### src/rtl/smb_regs_pkg.sv
package smb_regs_pkg;
  localparam int unsigned ADDR_W = 3;

  localparam logic [ADDR_W-1:0] A_STATUS = 3'd0;
  localparam logic [ADDR_W-1:0] A_CTRL   = 3'd1;
  localparam logic [ADDR_W-1:0] A_COUNT  = 3'd2;
  localparam logic [ADDR_W-1:0] A_INDEX  = 3'd3;
  localparam logic [ADDR_W-1:0] A_CFG    = 3'd4;

  localparam int unsigned ST_BUSY = 0;
  localparam int unsigned ST_INTR = 1;
  localparam int unsigned ST_DEV  = 2;
  localparam int unsigned ST_COLL = 3;
  localparam int unsigned ST_CRC  = 4;
  localparam int unsigned ST_LAST = 7;

  localparam logic [7:0] W1C_MASK = 8'h9E;
  localparam int unsigned CTRL_START_BIT = 6;
endpackage

### src/rtl/smb_start_ctl.sv
module smb_start_ctl (
  input  logic clk,
  input  logic rst_n,
  input  logic wr_ctrl,
  input  logic start_bit,
  input  logic enable,
  input  logic busy,
  output logic start_accept,
  output logic eng_start
);
  logic start_d;

  always_comb begin
    start_accept = wr_ctrl && start_bit && enable && !busy;
    start_d      = start_accept;
  end

  always_ff @(posedge clk or negedge rst_n) begin
    if (!rst_n) eng_start <= 1'b0;
    else        eng_start <= start_d;
  end
endmodule

### src/rtl/smb_status_reg.sv
module smb_status_reg
  import smb_regs_pkg::*;
(
  input  logic       clk,
  input  logic       rst_n,
  input  logic       start_accept,
  input  logic       done,
  input  logic       dev_err,
  input  logic       coll_err,
  input  logic       crc_err,
  input  logic       last_set,
  input  logic       wr_stat,
  input  logic [7:0] wdata,
  output logic [7:0] stat_q
);
  logic [7:0] clr_mask;
  logic [7:0] set_mask;
  logic [7:0] stat_d;
  logic       stat_en;

  always_comb begin
    clr_mask = wr_stat ? (wdata & W1C_MASK) : 8'h00;
    set_mask = 8'h00;
    set_mask[ST_INTR] = done;
    set_mask[ST_DEV]  = done && dev_err;
    set_mask[ST_COLL] = done && coll_err;
    set_mask[ST_CRC]  = done && crc_err;
    set_mask[ST_LAST] = last_set;
    stat_d = (stat_q & ~clr_mask) | set_mask;
    stat_d[6:5] = 2'b00;
    if (start_accept)  stat_d[ST_BUSY] = 1'b1;
    else if (done)     stat_d[ST_BUSY] = 1'b0;
    else               stat_d[ST_BUSY] = stat_q[ST_BUSY];
    stat_en = wr_stat || start_accept || done || last_set;
  end

  always_ff @(posedge clk or negedge rst_n) begin
    if (!rst_n)       stat_q <= 8'h00;
    else if (stat_en) stat_q <= stat_d;
  end
endmodule

### src/rtl/smb_rx_buffer.sv
module smb_rx_buffer #(
  parameter int unsigned DEPTH = 32,
  localparam int unsigned CW    = $clog2(DEPTH + 1),
  localparam int unsigned IDX_W = $clog2(DEPTH)
) (
  input  logic          clk,
  input  logic          rst_n,
  input  logic          clear,
  input  logic          push,
  input  logic [7:0]    push_byte,
  input  logic          pop,
  output logic [7:0]    pop_byte,
  output logic [CW-1:0] count
);
  localparam logic [CW-1:0] FULL = CW'(DEPTH);

  logic [7:0]    mem [DEPTH];
  logic [CW-1:0] count_d;
  logic [CW-1:0] ptr_q;
  logic [CW-1:0] ptr_d;
  logic          wr_ok;
  logic          cnt_en;
  logic          ptr_en;

  always_comb begin
    wr_ok   = push && (count < FULL);
    count_d = clear ? '0 : count + CW'(1);
    cnt_en  = clear || wr_ok;
    ptr_d   = clear ? '0 : ptr_q + CW'(1);
    ptr_en  = clear || (pop && (ptr_q < FULL));
    pop_byte = (ptr_q < count) ? mem[ptr_q[IDX_W-1:0]] : 8'h00;
  end

  always_ff @(posedge clk or negedge rst_n) begin
    if (!rst_n)      count <= '0;
    else if (cnt_en) count <= count_d;
  end

  always_ff @(posedge clk or negedge rst_n) begin
    if (!rst_n)      ptr_q <= '0;
    else if (ptr_en) ptr_q <= ptr_d;
  end

  always_ff @(posedge clk) begin
    if (wr_ok && !clear) mem[count[IDX_W-1:0]] <= push_byte;
  end
endmodule

### src/rtl/smb_host_regs.sv
module smb_host_regs
  import smb_regs_pkg::*;
#(
  parameter int unsigned DW    = 16,
  parameter int unsigned DEPTH = 32,
  localparam int unsigned BASE_W = DW - 4,
  localparam int unsigned CW     = $clog2(DEPTH + 1)
) (
  input  logic              clk,
  input  logic              rst_n,
  input  logic [ADDR_W-1:0] addr,
  input  logic [DW-1:0]     wdata,
  input  logic              wr_en,
  input  logic              rd_en,
  output logic [DW-1:0]     rdata,
  output logic              eng_start,
  input  logic              eng_done,
  input  logic              eng_dev_err,
  input  logic              eng_coll_err,
  input  logic              eng_crc_err,
  input  logic              eng_rx_valid,
  input  logic [7:0]        eng_rx_byte,
  input  logic              eng_rx_last,
  output logic              cfg_enable,
  output logic [BASE_W-1:0] io_base
);
  logic [1:0]    rst_sync;
  logic          rst_n_i;
  logic [7:0]    stat_q;
  logic          start_accept;
  logic          rx_accept;
  logic [7:0]    idx_byte;
  logic [CW-1:0] rx_count;
  logic          wr_stat;
  logic          wr_ctrl;
  logic          wr_cfg;
  logic          rd_idx;
  logic [DW-1:0] rd_mux;
  logic          unused_cfg_bits;

  // reset asserted asynchronously, released on a clock edge
  always_ff @(posedge clk or negedge rst_n) begin
    if (!rst_n) rst_sync <= 2'b00;
    else        rst_sync <= {rst_sync[0], 1'b1};
  end
  assign rst_n_i = rst_sync[1];

  always_comb begin
    wr_stat   = wr_en && (addr == A_STATUS);
    wr_ctrl   = wr_en && (addr == A_CTRL);
    wr_cfg    = wr_en && (addr == A_CFG);
    rd_idx    = rd_en && (addr == A_INDEX);
    rx_accept = eng_rx_valid && stat_q[ST_BUSY];
  end
  assign unused_cfg_bits = ^wdata[3:1];

  smb_start_ctl u_start (
    .clk          (clk),
    .rst_n        (rst_n_i),
    .wr_ctrl      (wr_ctrl),
    .start_bit    (wdata[CTRL_START_BIT]),
    .enable       (cfg_enable),
    .busy         (stat_q[ST_BUSY]),
    .start_accept (start_accept),
    .eng_start    (eng_start)
  );

  smb_status_reg u_status (
    .clk          (clk),
    .rst_n        (rst_n_i),
    .start_accept (start_accept),
    .done         (eng_done),
    .dev_err      (eng_dev_err),
    .coll_err     (eng_coll_err),
    .crc_err      (eng_crc_err),
    .last_set     (rx_accept && eng_rx_last),
    .wr_stat      (wr_stat),
    .wdata        (wdata[7:0]),
    .stat_q       (stat_q)
  );

  smb_rx_buffer #(.DEPTH(DEPTH)) u_rxbuf (
    .clk       (clk),
    .rst_n     (rst_n_i),
    .clear     (start_accept),
    .push      (rx_accept),
    .push_byte (eng_rx_byte),
    .pop       (rd_idx),
    .pop_byte  (idx_byte),
    .count     (rx_count)
  );

  // configuration register
  always_ff @(posedge clk or negedge rst_n_i) begin
    if (!rst_n_i) begin
      cfg_enable <= 1'b0;
      io_base    <= '1;
    end else if (wr_cfg) begin
      cfg_enable <= wdata[0];
      io_base    <= wdata[DW-1:4];
    end
  end

  always_comb begin
    case (addr)
      A_STATUS: rd_mux = {{(DW-8){1'b0}}, stat_q};
      A_COUNT:  rd_mux = {{(DW-CW){1'b0}}, rx_count};
      A_INDEX:  rd_mux = {{(DW-8){1'b0}}, idx_byte};
      A_CFG:    rd_mux = {io_base, 3'b000, cfg_enable};
      default:  rd_mux = '0;
    endcase
  end

  always_ff @(posedge clk or negedge rst_n_i) begin
    if (!rst_n_i)   rdata <= '0;
    else if (rd_en) rdata <= rd_mux;
  end
endmodule

### config.mk
export PLATFORM = sky130hd
export DESIGN_NAME = smb_host_regs
export DESIGN_NICKNAME = d
export VERILOG_FILES = /design/src/rtl/smb_regs_pkg.sv /design/src/rtl/smb_start_ctl.sv /design/src/rtl/smb_status_reg.sv /design/src/rtl/smb_rx_buffer.sv /design/src/rtl/smb_host_regs.sv
export SDC_FILE = /design/constraint.sdc
export NUM_CORES = 1
export LEC_CHECK = 0
export CORE_MARGIN = 5
export CORE_UTILIZATION = 64
export CTS_BUF_LIST = sky130_fd_sc_hd__clkbuf_16
export CTS_CLUSTER_SIZE = 16
export DETAILED_ROUTE_END_ITERATION = 16
export GPL_TIMING_DRIVEN = 1
export PLACE_DENSITY = 0.84
export SETUP_SLACK_MARGIN = 0.5
export SYNTH_ARGS = -nofsm -noshare
export SYNTH_HDL_FRONTEND = slang
export SYNTH_SLANG_ARGS = --single-unit
### constraint.sdc
create_clock -name clk -period 2.2 [get_ports clk]
set_clock_uncertainty 0.05 [all_clocks]
set_input_delay 0.44 -clock clk [delete_from_list [all_inputs] [get_ports clk]]
set_output_delay 0.44 -clock clk [all_outputs]
set_load 0.02 [all_outputs]
# Word level (Yosys, flattened, before mapping)
# Memories as Yosys holds them, arrays and structs flattened.
# Index checks and enable logic that the tools add are counted.
# W data, S select, Z words.
# totals
output_inout_bits	30
reg_bits	50
mem_bits_rw	256
inputBits	37
n_memories	1
wordCells	56
# memory_table
name	words	word_bits	rd	rd_ports_with_merged_regs	wr	line	rtl
u_rxbuf.mem	32	8	1	0	1	smb_rx_buffer.sv:17	logic [7:0] mem [DEPTH];
# classes
magnitude_cmp	3
n_bitwise	3
muxes	9
add_sub_neg	2
n_eq_ne	4
reduce_logical	25
# ops
cell	count
$pmux W16 S4	1
$mux W8	2
$logic_and A1 B1 Y1	15
$add A6 B1 Y6 const B	2
$lt A6 B6 Y1 const B	2
$mux W6	2
$and A8 B8 Y8	1
$not A8 Y8	1
$or A8 B8 Y8	1
$eq A3 B2 Y1 const B	2
$lt A6 B6 Y1	1
$logic_or A1 B1 Y1	5
$mux W1	4
$eq A3 B1 Y1 const B	1
$eq A3 B3 Y1 const B	1
$logic_not A3 Y1	1
$logic_not A1 Y1	2
$reduce_and A2 Y1	1
$reduce_bool A2 Y1	1

# Longest topological paths before layout
# Gate-level depths: netlist of the first run.
# depth
depth_word	9
ltp_mapped	8
mapped_depth_nobuf	7

# Cells and area by module
# A second synthesis of the first run with hierarchy kept.
# hier_totals
cells_unflattened	746
hier_area_um2	12645.9
# modules_own_cells
mod	seq_area_each_um2	area_per_inst_um2	n_inst	cells_per_inst
smb_rx_buffer	7987.7	10870.4	1	595
smb_host_regs	790.8	1500.2	1	128
smb_status_reg	150.1	240.2	1	21
smb_start_ctl	25.0	35.0	1	2

# Least setup slack after synthesis of the first run
# Ideal clock, no wire load.
# synth_path
kind	reg2reg
from	register u_rxbuf.count[4]
to	register rdata[4]
slack_ps	88
t_arrival_ps	1975
path_stages_with_launch	8
n_path_buf	0
required_time_ps	2063
setup_ps	87
period_less_slack_ps	2112
path_cell_list	dfrtp_1 clkinv_1 ha_1 a21o_1 a211o_1 a211oi_2 o211ai_1 o211ai_1
# synth_between
elab_chain_len	3
# synth_rtl
element	line	rtl
start: declaration	smb_rx_buffer.sv:13	output logic [CW-1:0] count
start signal: assignment	smb_rx_buffer.sv:36	else if (cnt_en) count <= count_d;
$lt A6 B6 Y1	smb_rx_buffer.sv:31	pop_byte = (ptr_q < count) ? mem[ptr_q[IDX_W-1:0]] : 8'h00;
$mux W8	smb_rx_buffer.sv:31	
$pmux W16 S4 (*)	smb_host_regs.sv:105	case (addr)
end signal: assignment	smb_host_regs.sv:116	else if (rd_en) rdata <= rd_mux;
end: declaration	smb_host_regs.sv:15	output logic [DW-1:0] rdata,
# Mark *: on every way between the ends. The rest lies on a longest branch, timed or not.
# A chain may end at the register's enable or synchronous reset.

# Worst setup path in the final report of the first run
# layout_path
from	register u_rxbuf.ptr_q[0]
to	register rdata[5]
# layout_between
elab_chain_len	3
elab_cells_between_ends	4
classes_between	1 x order compare; 2 x mux; 1 x memory
# layout_rtl
element	line	rtl
start: declaration	smb_rx_buffer.sv:19	logic [CW-1:0] ptr_q;
start signal: assignment	smb_rx_buffer.sv:41	else if (ptr_en) ptr_q <= ptr_d;
$mem_v2 Z32 W8 or $lt A6 B6 Y1 (tied branches)	--	
$mux W8 (*)	smb_rx_buffer.sv:31	
$pmux W16 S4 (*)	smb_host_regs.sv:105	
# Marks and branches as above.

==> impl_results.rst, run 1 <==
.. list-table::
   :header-rows: 1

   * - Metric
     - Value
   * - Placeable core area
     - approximately 19000 um2
   * - RSZ-0062 raised after global routing
     - yes
   * - Number of antenna violations at the first check in global routing
     - 0
   * - CP required
     - ~2.5 ns
   * - Power share of the combinational group
     - 28.4%
   * - Wire length of the first global-routing pass
     - about 44000 um
   * - R2r startpoint
     - u_rxbuf.ptr_q[0]
   * - Reg2reg setup slack
     - -0.03 ns
   * - WP data arrival
     - 2.57 ns
   * - Final Worst Setup Slack
     - -0.0323 ns
   * - Fin. max-slew vios
     - 0
   * - CTS Root Buffer Type
     - sky130_fd_sc_hd__clkbuf_16
   * - Top cells by area, synth
     - sky130_fd_sc_hd__edfxtp_1, sky130_fd_sc_hd__mux4_2, sky130_fd_sc_hd__dfrtp_1
   * - Sw frac
     - 28.0%
   * - Int Pwr
     - 0.0113 W
   * - Floorplan die width
     - 148 um
   * - Proportion of synthesized chip area in sequential cells
     - around 73%
   * - Register share of total power
     - approximately 42%
   * - Worst reg-to-reg path cell count
     - 7
   * - IO Port Bufs
     - 66
   * - Fmax achieved
     - 448 MHz
   * - Element type at the critical path end
     - flop
   * - Fraction of layout instances using a drive strength above 1
     - around 37%
   * - Failing checks
     - negative setup slack
   * - Inserted Clock Buffers
     - 29
   * - Final period utilization
     - 101%
   * - CTS tree
     - built
   * - Placed wire-length estimate after detailed placement
     - between 15000 and 20000 um
   * - Area delta synth->final
     - 22.7%
   * - Final Routed Wirelength
     - a little over 30000 um
   * - GRT Resource Usage Total
     - between 20% and 30%
   * - Hold WC Path Type
     - reg -> async
   * - Yosys warning total
     - 0
   * - Number of endpoints failing setup at the final stage
     - 1
   * - Die area
     - approximately 22000 um2
   * - Tmin final
     - 2.23 ns
   * - DRC
     - 0
   * - Vertical die dimension
     - roughly 150 um
   * - Clock-pin slew reported for the worst setup and hold paths after clock tree synthesis
     - around 0.06 ns
   * - Sequential cell area
     - 8960 um2
   * - Maximum VDD drop
     - roughly 0.70 mV
   * - Row cnt
     - 50
   * - Most common library cells after synthesis
     - sky130_fd_sc_hd__edfxtp_1, sky130_fd_sc_hd__mux4_2, sky130_fd_sc_hd__nor2_1, sky130_fd_sc_hd__dfrtp_1, sky130_fd_sc_hd__nand2_1
   * - Worst slew margin
     - 63.7%
   * - Share of Yosys cell area claimed by the top area cell type
     - between 60% and 70%
   * - Number of enable flip-flop cells after synthesis
     - ~260
   * - Fraction of registers with async set or reset after synthesis
     - between 10% and 20%
   * - First-pass DRT Iterations
     - 5
   * - Critical setup path kind
     - reg -> reg
   * - Area of the mapped netlist
     - approximately 12000 um2
   * - Leading area contributor after synthesis
     - sky130_fd_sc_hd__edfxtp_1
   * - Minimum setup slack after placement
     - -0.128 ns
   * - GPL Wtd Cong
     - around 0.95
   * - Total power per unit cell area
     - about 1000 nW/um2
   * - I/O pin count
     - 67
   * - Most frequently used cell type in the post-synthesis netlist
     - sky130_fd_sc_hd__edfxtp_1
   * - Clock network fraction of design power
     - 29.2%
   * - Wire length per cell
     - between 20 and 30 um
   * - Worst setup path startpoint
     - u_rxbuf.ptr_q[0]
   * - Cell count after synthesis
     - 646
   * - Routed via count divided by cell count
     - about 6.7
   * - H-tree Lvls
     - 1
   * - Psw
     - 0.00441 W
   * - Total via count after detailed routing
     - 7163
   * - Vias in the first global route
     - 7174
   * - Leakage power
     - approximately 5.3 nW
   * - Terminus of the critical flop-to-flop path
     - rdata[5]
   * - Maximum buffer depth of the clock tree
     - 3
   * - Primary flip-flop cell chosen by synthesis mapping
     - sky130_fd_sc_hd__edfxtp_1
   * - Maximum fanout encountered on the critical timing path
     - 12
   * - Pin count of the biggest net entering global routing
     - 34
   * - Critical Path Start Type
     - flop
   * - Fin cells
     - between 1k and 1.5k
   * - # nets final
     - about 860
   * - Synthesis-stage register bit count
     - a little over 300
   * - Count of clock tree sinks
     - ~310
   * - Insertion delay to the later sink of the worst-skew pair
     - ~0.53 ns
   * - Count of distinct cell types in the synthesized netlist
     - 43
   * - Remaining Overflow, GRT
     - 0
   * - DP Cell Count
     - about 1000
   * - Per-instance average area after synthesis
     - 19.0 um2
   * - Max-cap violations
     - 0
   * - Core occupancy in the finished layout
     - roughly four fifths
   * - Result of the run
     - finished with violations
   * - Number of filler instances in the final layout
     - ~870
   * - Number of nets still failing antenna checks after routing
     - 0
   * - Count of inserted antenna diode cells
     - 0
   * - Slew @ Worst Pin
     - around 0.54 ns
   * - Multi-input gate area
     - between 3000 and 4000 um2
   * - Endpoints failing hold
     - 0
   * - Starting utilization of the core area
     - 65.3%
   * - First-iteration detailed-routing DRC count
     - between 800 and 900
   * - Synthesized Nets
     - roughly 700
power groups by stage:
stage          Combinational (W)  Clock (W)  Sequential, W
6_report                 0.00446    0.00460        0.00668
5_1_grt                  0.00468    0.00492        0.00669
4_1_cts                  0.00418    0.00462        0.00666
3_5_place_dp             0.00393          0        0.00678
3_3_place_gp             0.00386          0        0.00677
2_1_floorplan            0.00259          0        0.00683
state kept, by name, indices dropped and copies added (netlist names):
| signal | cells |
|---|---|
| cfg_enable | 1 |
| io_base | 12 |
| rdata | 16 |
| rst_sync | 2 |
| u_rxbuf.count | 6 |
| u_rxbuf.mem | 256 |
| u_rxbuf.ptr_q | 6 |
| u_start.eng_start | 1 |
| u_status.stat_q | 6 |
worst max-delay path by stage:
stage / end / slack, ns / cells after the start
4_1_cts: rdata[7] / 0.04 / 6
5_1_grt: rdata[5] / -0.08 / 7
3_5_place_dp: u_rxbuf.mem[8][5] / -0.13 / 5
2_1_floorplan: u_rxbuf.mem[11][0] / 0.29 / 4
6_report: rdata[5] / -0.03 / 7
3_3_place_gp: u_rxbuf.mem[0][4] / -0.05 / 5
critical path: stages (launching register included):
cell                       delay, ns
sky130_fd_sc_hd__dfrtp_4        0.46
sky130_fd_sc_hd__buf_12         0.18
sky130_fd_sc_hd__buf_12         0.17
sky130_fd_sc_hd__mux4_2         0.51
sky130_fd_sc_hd__mux2i_1        0.31
sky130_fd_sc_hd__nand2_1        0.12
sky130_fd_sc_hd__o211ai_1       0.13
sky130_fd_sc_hd__nand3_1        0.14
cell families (layout without fill, tap and decap cells):
logic type,Yosys count,after routing,share of synthesized area [%]
multiplexers,110,110,16.2
adder cells (fa/ha/maj),10,10,1.02
buffers and inverters,43,228,1.76
AO/OA/AOI/OAI,50,50,3.09
XOR/XNOR,8,8,0.572
flip-flops,306,306,73.1
other,1,1,0.0306
AND/OR/NAND/NOR,118,118,4.25
layout by cell type, fill, tap and decap left out, types with 7 or more instances in the layout:
cell,instances
sky130_fd_sc_hd__edfxtp_1,256
sky130_fd_sc_hd__mux4_2,68
sky130_fd_sc_hd__buf_4,67
sky130_fd_sc_hd__clkdlybuf4s50_1,36
sky130_fd_sc_hd__dfrtp_1,34
sky130_fd_sc_hd__nor2_1,31
sky130_fd_sc_hd__clkbuf_16,30
sky130_fd_sc_hd__nand2_1,28
sky130_fd_sc_hd__buf_6,28
sky130_fd_sc_hd__mux2_2,23
sky130_fd_sc_hd__inv_1,20
sky130_fd_sc_hd__nor2_2,19
sky130_fd_sc_hd__buf_2,14
sky130_fd_sc_hd__buf_12,14
sky130_fd_sc_hd__nand3_1,13
sky130_fd_sc_hd__o211ai_1,12
sky130_fd_sc_hd__dfstp_2,12
sky130_fd_sc_hd__a22o_1,11
sky130_fd_sc_hd__mux2i_1,11
sky130_fd_sc_hd__a21oi_1,10
sky130_fd_sc_hd__ha_1,9
sky130_fd_sc_hd__clkinv_1,7
layout make-up:
class | instances | share of cell area [%]
clock buffer | 29 | 4.83
clock inverter | 23 | 0.932
inverter | 10 | 0.258
multi-input combinational | 297 | 21.6
sequential | 306 | 59.6
tap | 234 | 1.95
timing repair buffer | 166 | 10.8
through the flow:
step | cell area [um2] | TNS (ns) | hold WS, ns | power, W
6_report | 15000 | -0.0323 | 0.204 | 0.0157
3_3_place_gp | 13800 | -3.17 | 0.198 | 0.0106
4_1_cts | 14900 | 0 | 0.206 | 0.0155
3_5_place_dp | 13800 | -10.19 | 0.204 | 0.0107
2_1_floorplan | 12300 | 0 | 0.0944 | 0.00942
5_1_grt | 15000 | -0.114 | 0.246 | 0.0163
layer usage:
| layer | track usage, % | part of all wire, % | vias up | wire (um) |
|---|---|---|---|---|
| met5 | 0 | 0 | - | 0 |
| met4 | 7.11 | 2.9 | 0 | 891 |
| met3 | 3.26 | 9.6 | 69 | 2910 |
| met2 | 43.5 | 49 | 534 | 14700 |
| met1 | 40.6 | 39 | 3658 | 11700 |
| li1 | - | - | 2902 | - |
timing repair:
item	CTS	global route
cloned	0	1
hold buffers	1	0
endpoints found under the hold margin	2	0
gates resized for setup	142	52
pin swaps	1	0
setup buffers	13	7
endpoints found under the setup margin	279	171
Note: power is estimated with default switching activity, not from simulation.
==> run 2, diff against run 1 <==
==> constraint.sdc (replaced) <==
create_clock -name clk -period 2.9 [get_ports clk]
set_clock_uncertainty 0.05 [all_clocks]
set_input_delay 0.58 -clock clk [delete_from_list [all_inputs] [get_ports clk]]
set_output_delay 0.58 -clock clk [all_outputs]
set_load 0.02 [all_outputs]
==> run 2 against run 1 <==
Final cell count fell by 3.0%; the run now ends clean; die area did not move; clock power fell by 22%; sequential power fell by 23%; routed wire length fell by 10%; clock-buffer cell count rose by 2; largest power group unchanged; via count fell by 5.7%; global-route usage fell by 1.8 points; sequential cell count did not move; worst hold slack got worse by 0.042 ns.
==> impl_results.rst, run 2 (synthesis gave the netlist of run 1 again) <==
.. list-table::
   :header-rows: 1

   * - Metric
     - Value
   * - Die area
     - 22000 um2 (unchanged)
   * - Reg2reg setup slack
     - 0.59 ns (+0.62 ns)
   * - # nets final
     - 823 (-4.0%)
   * - Placed wire-length estimate after detailed placement
     - 17000 um (-5.5%)
   * - Number of filler instances in the final layout
     - 944 (+8.3%)
   * - Crit path cell chain
     - clkdlybuf4s50_1
   * - Sequential cell area
     - 8960 um2 (about the same)
   * - Max-cap violations
     - 0 (unchanged)
   * - Number of antenna violations at the first check in global routing
     - 0 (unchanged)
   * - I/O pin count
     - 67 (unchanged)
   * - Number of endpoints failing setup at the final stage
     - 0 (-1)
   * - Final Worst Setup Slack
     - 0.553 ns (+0.586 ns)
   * - Worst path bufs/invs
     - 1 (-1)
   * - Inserted Clock Buffers
     - 30 (+3.4%)
   * - Worst reg-to-reg path cell count
     - 6 (-1)
   * - Vias in the first global route
     - 7059 (-1.6%)
   * - Leakage power
     - 4.95 nW (-6.1%)
   * - Clock-pin slew reported for the worst setup and hold paths after clock tree synthesis
     - 0.07 ns (about the same)
   * - GRT Resource Usage Total
     - 25.2% (-1.8 points)
   * - R2r startpoint
     - u_rxbuf.ptr_q[0]
   * - Leading cell type in the layout, fill and taps excluded
     - sky130_fd_sc_hd__edfxtp_1
   * - Worst path top cell family by delay
     - buffers and inverters
   * - Hold WC Path Type
     - in -> async
   * - Insertion delay to the later sink of the worst-skew pair
     - 0.56 ns (+0.03 ns)
   * - CTS Root Buffer Type
     - sky130_fd_sc_hd__clkbuf_16
   * - Floorplan die width
     - 148 um (unchanged)
   * - Maximum buffer depth of the clock tree
     - 3 (unchanged)
   * - First-iteration detailed-routing DRC count
     - 971 (+17%)
   * - Fraction of layout instances using a drive strength above 1
     - 27.2% (-9.9 points)
   * - Fmax achieved
     - 426 MHz
   * - Tmin final
     - about 2.3 ns
   * - CP required
     - 2.27 ns (-0.27 ns)
   * - Worst slew margin
     - 29.3% (-34 points)
   * - H-tree Lvls
     - 1 (unchanged)
   * - Number of nets still failing antenna checks after routing
     - 0 (unchanged)
   * - Max FFs per register
     - 256 (unchanged)
   * - Count of inserted antenna diode cells
     - 0 (unchanged)
   * - Terminus of the critical flop-to-flop path
     - rdata[7]
   * - Element type at the critical path end
     - primary output
   * - Final Routed Wirelength
     - 27100 um (-10%)
   * - Result of the run
     - finished clean
   * - Multi-input gate area
     - 3090 um2 (-4.6%)
   * - Commonest cells after routing, fill and taps aside
     - sky130_fd_sc_hd__edfxtp_1, sky130_fd_sc_hd__mux4_2, sky130_fd_sc_hd__clkdlybuf4s50_1
   * - Pin count of the biggest net entering global routing
     - 49 (+44%)
   * - RSZ-0062 raised after global routing
     - no
   * - Final period utilization
     - about four fifths
   * - WP data arrival
     - 1.72 ns (-0.85 ns)
   * - DRC
     - 0 (unchanged)
   * - Slew @ Worst Pin
     - 1.06 ns (+0.517 ns)
   * - Critical setup path kind
     - reg -> out
   * - CP max stage cell
     - sky130_fd_sc_hd__clkdlybuf4s50_1
   * - Fin. max-slew vios
     - 0 (unchanged)
   * - IO Port Bufs
     - 66 (unchanged)
   * - Wire length per cell
     - 26.2 um (-7.6%)
   * - Core occupancy in the finished layout
     - 77.2% (-2.9 points)
   * - Total via count after detailed routing
     - 6756 (-5.7%)
   * - Area delta synth->final
     - 18.3%
   * - Maximum fanout encountered on the critical timing path
     - 3 (-9)
   * - Total negative setup slack
     - 0 ns (+0.0323 ns)
   * - Critical Path Start Type
     - flop
   * - CTS tree
     - built
   * - Endpoints failing hold
     - 0 (unchanged)
   * - Total power per unit cell area
     - 802 nW/um2 (-23%)
   * - Placeable core area
     - 18800 um2 (unchanged)
   * - Minimum setup slack after placement
     - 0.215 ns (+0.343 ns)
   * - Count of clock tree sinks
     - 306 (unchanged)
   * - Routed via count divided by cell count
     - 6.54 (-2.8%)
   * - Slowest Stage Delay on Critical Path
     - 0.61 ns (+0.10 ns)
   * - Critical path depth in cells
     - 1 (-6)
   * - Starting utilization of the core area
     - 65.3% (unchanged)
   * - Maximum VDD drop
     - 0.568 mV (-19%)
   * - Wire length of the first global-routing pass
     - 41700 um (-5.6%)
   * - Row cnt
     - 50 (unchanged)
   * - GPL Wtd Cong
     - 0.934 (-2.1%)
   * - Vertical die dimension
     - 148 um (unchanged)
   * - First-pass DRT Iterations
     - 5 (unchanged)
   * - Remaining Overflow, GRT
     - 0 (unchanged)
==> run 2: changes by cell type in the layout (fill, tap and decap cells not counted), sizes merged <==
cell / previous run / this run
clkinv: 9 / 16
clkdlybuf4s50: 36 / 66
dlygate4sd3: 1 / 0
clkdlybuf4s15: 3 / 0
bufinv: 2 / 1
clkinvlp: 0 / 3
inv: 22 / 14
buf: 124 / 65
==> run 2: worst max path at each step <==
| stage | start | end |
|---|---|---|
| final | io_base[3] | io_base[3] |
| after global routing | io_base[2] | io_base[2] |
| after CTS | u_rxbuf.ptr_q[0] | rdata[6] |
| after detailed placement | addr[0] | rdata[5] |
| after global placement | addr[0] | rdata[4] |
| after floorplan | u_rxbuf.count[4] | rdata[4] |
==> run 2: worst register-to-register path: stages (launching register included) <==
cell and delay (ns):
sky130_fd_sc_hd__dfrtp_4 0.52, sky130_fd_sc_hd__buf_12 0.15, sky130_fd_sc_hd__buf_12 0.17, sky130_fd_sc_hd__mux4_2 0.57, sky130_fd_sc_hd__mux4_2 0.51, sky130_fd_sc_hd__nand2_1 0.09, sky130_fd_sc_hd__o2111ai_1 0.12
==> run 2: per-layer routing <==
layer / vias to the layer above / track usage, % / wire length (um)
met1: 3384 / 35.3 / 10500
met2: 472 / 38.9 / 12600
met3: 75 / 6.31 / 2880
met5: - / 0 / 0
li1: 2825 / - / -
met4: 0 / 10.4 / 1150
==> run 2: power breakdown <==
part	internal [W]	switching, W
Clock	0.00201	0.00156
Sequential	0.00493	0.000205
Combinational	0.00146	0.00146
Total	0.00839	0.00322
==> run 2: final cells by class <==
cell class | instances | area share [%]
multi-input combinational | 297 | 21.4
clock buffer | 31 | 5.36
timing repair buffer | 131 | 8.19
inverter | 10 | 0.259
tap | 234 | 2.02
sequential | 306 | 61.9
clock inverter | 24 | 0.933
==> run 2: per-stage QoR <==
step | cell area [um2] | power (W) | hold WS, ns | std cells
floorplan | 12200 | 0.00705 | 0.234 | 646
global placement | 13500 | 0.00787 | 0.288 | 970
detailed placement | 13500 | 0.00794 | 0.293 | 970
CTS | 14400 | 0.0115 | 0.141 | 1025
global route | 14500 | 0.0121 | 0.151 | 1033
finish | 14500 | 0.0116 | 0.162 | 1033
==> run 2: timing repair <==
action,in CTS,in global routing
hold buffers,0,0
resized for setup,3,2
endpoints found under the setup margin,1,8
buffers inserted,0,8
pin swaps,0,0
endpoints found under the hold margin,0,0
==> run 3, diff against run 2 <==
--- a/config.mk
+++ b/config.mk
@@ -6,12 +6,12 @@
 export NUM_CORES = 1
 export LEC_CHECK = 0
 export CORE_MARGIN = 5
-export CORE_UTILIZATION = 64
+export CORE_UTILIZATION = 59
 export CTS_BUF_LIST = sky130_fd_sc_hd__clkbuf_16
 export CTS_CLUSTER_SIZE = 16
 export DETAILED_ROUTE_END_ITERATION = 16
 export GPL_TIMING_DRIVEN = 1
-export PLACE_DENSITY = 0.84
+export PLACE_DENSITY = 0.79
 export SETUP_SLACK_MARGIN = 0.5
 export SYNTH_ARGS = -nofsm -noshare
 export SYNTH_HDL_FRONTEND = slang
==> constraint.sdc (replaced) <==
create_clock -name clk -period 2.4 [get_ports clk]
set_clock_uncertainty 0.05 [all_clocks]
set_input_delay 0.48 -clock clk [delete_from_list [all_inputs] [get_ports clk]]
set_output_delay 0.48 -clock clk [all_outputs]
set_load 0.02 [all_outputs]
==> run 3 against run 2 <==
Clock-buffer cell count fell by 2; sequential share of layout area decreased by 1.6 points; die area rose by 7.9%; non-clock buffer count rose by 19; combinational power is 35% higher; critical endpoint is now rdata[3]; design area is 2.7% higher; utilization is 4.1 points lower; largest power group unchanged; clock power rose by 29%.
==> impl_results.rst, run 3 (synthesis gave the netlist of run 1 again) <==
.. list-table::
   :header-rows: 1

   * - Metric
     - Value
   * - RSZ-0062 raised after global routing
     - yes
   * - Final Routed Wirelength
     - 27900 um (+2.9%)
   * - Worst slew margin
     - 31.4% (+2.1 points)
   * - Final period utilization
     - ~91%
   * - DRC
     - 0 (unchanged)
   * - Wire length of the first global-routing pass
     - 42600 um (+2.1%)
   * - Floorplan die width
     - 154 um (+3.9%)
   * - H-tree Lvls
     - 1 (unchanged)
   * - Sw frac
     - 27.2% (-0.55 points)
   * - Post-CTS Hold Buffers
     - 0 (unchanged)
   * - Number of nets still failing antenna checks after routing
     - 0 (unchanged)
   * - Clock-pin slew reported for the worst setup and hold paths after clock tree synthesis
     - 0.07 ns (about the same)
   * - GRT Resource Usage Total
     - 23.7% (-1.5 points)
   * - Max-cap violations
     - 0 (unchanged)
   * - Terminus of the critical flop-to-flop path
     - rdata[3]
   * - Leakage power
     - 5.21 nW (+5.2%)
   * - Number of antenna violations at the first check in global routing
     - 0 (unchanged)
   * - Power share of the combinational group
     - 26.7% (+1.6 points)
   * - Max FFs per register
     - 256 (unchanged)
   * - Multi-input gate area
     - 3140 um2 (+1.5%)
   * - Row cnt
     - 52 (+4.0%)
   * - Result of the run
     - finished clean
   * - Clock network fraction of design power
     - 31.3% (+0.6 points)
   * - Placeable core area
     - 20400 um2 (+8.5%)
   * - Total power per unit cell area
     - 991 nW/um2 (+24%)
   * - Fin. max-slew vios
     - 0 (unchanged)
   * - Sequential cell area
     - 8960 um2 (about the same)
   * - R2r startpoint
     - u_rxbuf.ptr_q[0]
   * - Post-placement cell area
     - 13700 um2 (+1.7%)
   * - Count of inserted antenna diode cells
     - 0 (unchanged)
   * - Leading cell type in the layout, fill and taps excluded
     - sky130_fd_sc_hd__edfxtp_1
   * - Starting utilization of the core area
     - 60.1% (-5.1 points)
   * - WP data arrival
     - 2.54 ns (+0.82 ns)
   * - Remaining Overflow, GRT
     - 0 (unchanged)
   * - Placed wire-length estimate after detailed placement
     - 17100 um (+0.20%)
   * - Tmin final
     - about 2.2 ns
   * - First-pass DRT Iterations
     - 5 (unchanged)
   * - Insertion delay to the later sink of the worst-skew pair
     - 0.54 ns (-0.02 ns)
   * - Maximum VDD drop
     - 0.718 mV (+26%)
   * - Vias in the first global route
     - 6880 (-2.5%)
   * - Worst reg-to-reg path cell count
     - 5 (-1)
   * - Fraction of layout instances using a drive strength above 1
     - 32.6% (+5.4 points)
   * - Pin count of the biggest net entering global routing
     - 49 (unchanged)
   * - CP required
     - 2.74 ns (+0.47 ns)
   * - Final Instance Area
     - 14900 um2 (+2.7%)
   * - # nets final
     - 841 (+2.2%)
   * - Register share of total power
     - 42.0% (-2.2 points)
   * - Fmax achieved
     - ~460 MHz
   * - Number of filler instances in the final layout
     - 1148 (+22%)
   * - Total negative setup slack
     - 0 ns (unchanged)
   * - Area delta synth->final
     - 21.4%
   * - IO Port Bufs
     - 66 (unchanged)
   * - Die area
     - 23700 um2 (+7.9%)
   * - GPL Wtd Cong
     - 0.890 (-4.7%)
   * - Hold WC Path Type
     - in -> async
   * - Count of clock tree sinks
     - 306 (unchanged)
   * - Psw
     - 0.00400 W (+24%)
   * - Number of endpoints failing setup at the final stage
     - 0 (unchanged)
   * - CTS tree
     - built
   * - Element type at the critical path end
     - flop
   * - I/O pin count
     - 67 (unchanged)
   * - Endpoints failing hold
     - 0 (unchanged)
   * - Int Pwr
     - 0.0107 W (+28%)
   * - Critical Path Start Type
     - flop
   * - Wire length per cell
     - 25.7 um (-2.1%)
   * - Maximum buffer depth of the clock tree
     - 3 (unchanged)
   * - Total via count after detailed routing
     - 6815 (+0.87%)
   * - Vertical die dimension
     - 154 um (+3.9%)
   * - Reg2reg setup slack
     - 0.20 ns (-0.39 ns)
   * - Commonest cells after routing, fill and taps aside
     - sky130_fd_sc_hd__edfxtp_1, sky130_fd_sc_hd__buf_4, sky130_fd_sc_hd__mux4_2
   * - Maximum fanout encountered on the critical timing path
     - 10 (+7)
   * - Routed via count divided by cell count
     - 6.28 (-4.0%)
   * - CTS Root Buffer Type
     - sky130_fd_sc_hd__clkbuf_16
   * - First-iteration detailed-routing DRC count
     - 777 (-20%)
   * - Slew @ Worst Pin
     - 1.03 ns (-0.0315 ns)
   * - Inserted Clock Buffers
     - 29 (-3.3%)
   * - Critical setup path kind
     - reg -> reg
-- run 3: repair_timing --
item	CTS	global route
cloned	3	0
setup endpoints to repair	38	12
gates resized for setup	65	4
pin swaps	4	0
setup buffers	9	3
-- run 3: area by class of cell --
type | count | area share [%]
flip-flops and latches | 306 | 60.3
multi-input cells | 297 | 21.1
repair buffers | 150 | 9.59
clock buffers | 29 | 4.88
well taps | 270 | 2.27
clock inverters | 24 | 1.62
inverters | 10 | 0.261
-- run 3: metal layers --
layer  share of wire [%]  up-vias  GRT usage (%)
met3                 9.2       50           4.55
met5                   0        -              0
met4                 2.1        0           5.26
met2                  48      392           36.8
met1                  41     3502           35.7
li1                    -     2871              -
-- run 3: power by group through the flow --
stage               clock (W)  combinational, W  sequential (W)
floorplan                   0           0.00232         0.00626
global placement            0           0.00342         0.00627
detailed placement          0           0.00349         0.00628
CTS                   0.00467           0.00390         0.00618
global route          0.00493           0.00417         0.00620
finish                0.00461           0.00393         0.00619
-- run 3: metrics by stage --
| stage | hold WS, ns | total power [W] | util (%) | std cells | setup slack [ns] |
|---|---|---|---|---|---|
| final | 0.0526 | 0.0147 | 73.0 | 1086 | 0.204 |
| after global routing | 0.0422 | 0.0153 | 73.0 | 1086 | 0.136 |
| after CTS | 0.0340 | 0.0148 | 73.0 | 1083 | 0.221 |
| after detailed placement | 0.290 | 0.00977 | 67.3 | 1018 | 0.0861 |
| after global placement | 0.290 | 0.00970 | 67.3 | 1018 | 0.181 |
| after floorplan | 0.134 | 0.00858 | - | 646 | 0.455 |
-- run 3: worst max path at each step --
stage,start,endpoint,slack (ns),depth (start not counted)
finish,u_rxbuf.ptr_q[0],rdata[3],0.20,5
global route,u_rxbuf.ptr_q[0],rdata[4],0.14,6
CTS,u_rxbuf.ptr_q[0],rdata[3],0.22,5
detailed placement,addr[1],rdata[4],0.09,6
global placement,addr[1],rdata[4],0.18,6
floorplan,eng_rx_valid,u_rxbuf.mem[11][0],0.45,4
-- run 3: critical path: stages (launching register included) --
cell	delay, ns
sky130_fd_sc_hd__dfrtp_4	0.53
sky130_fd_sc_hd__buf_12	0.19
sky130_fd_sc_hd__mux4_2	0.52
sky130_fd_sc_hd__mux4_2	0.55
sky130_fd_sc_hd__nand2_1	0.10
sky130_fd_sc_hd__nand3_1	0.09
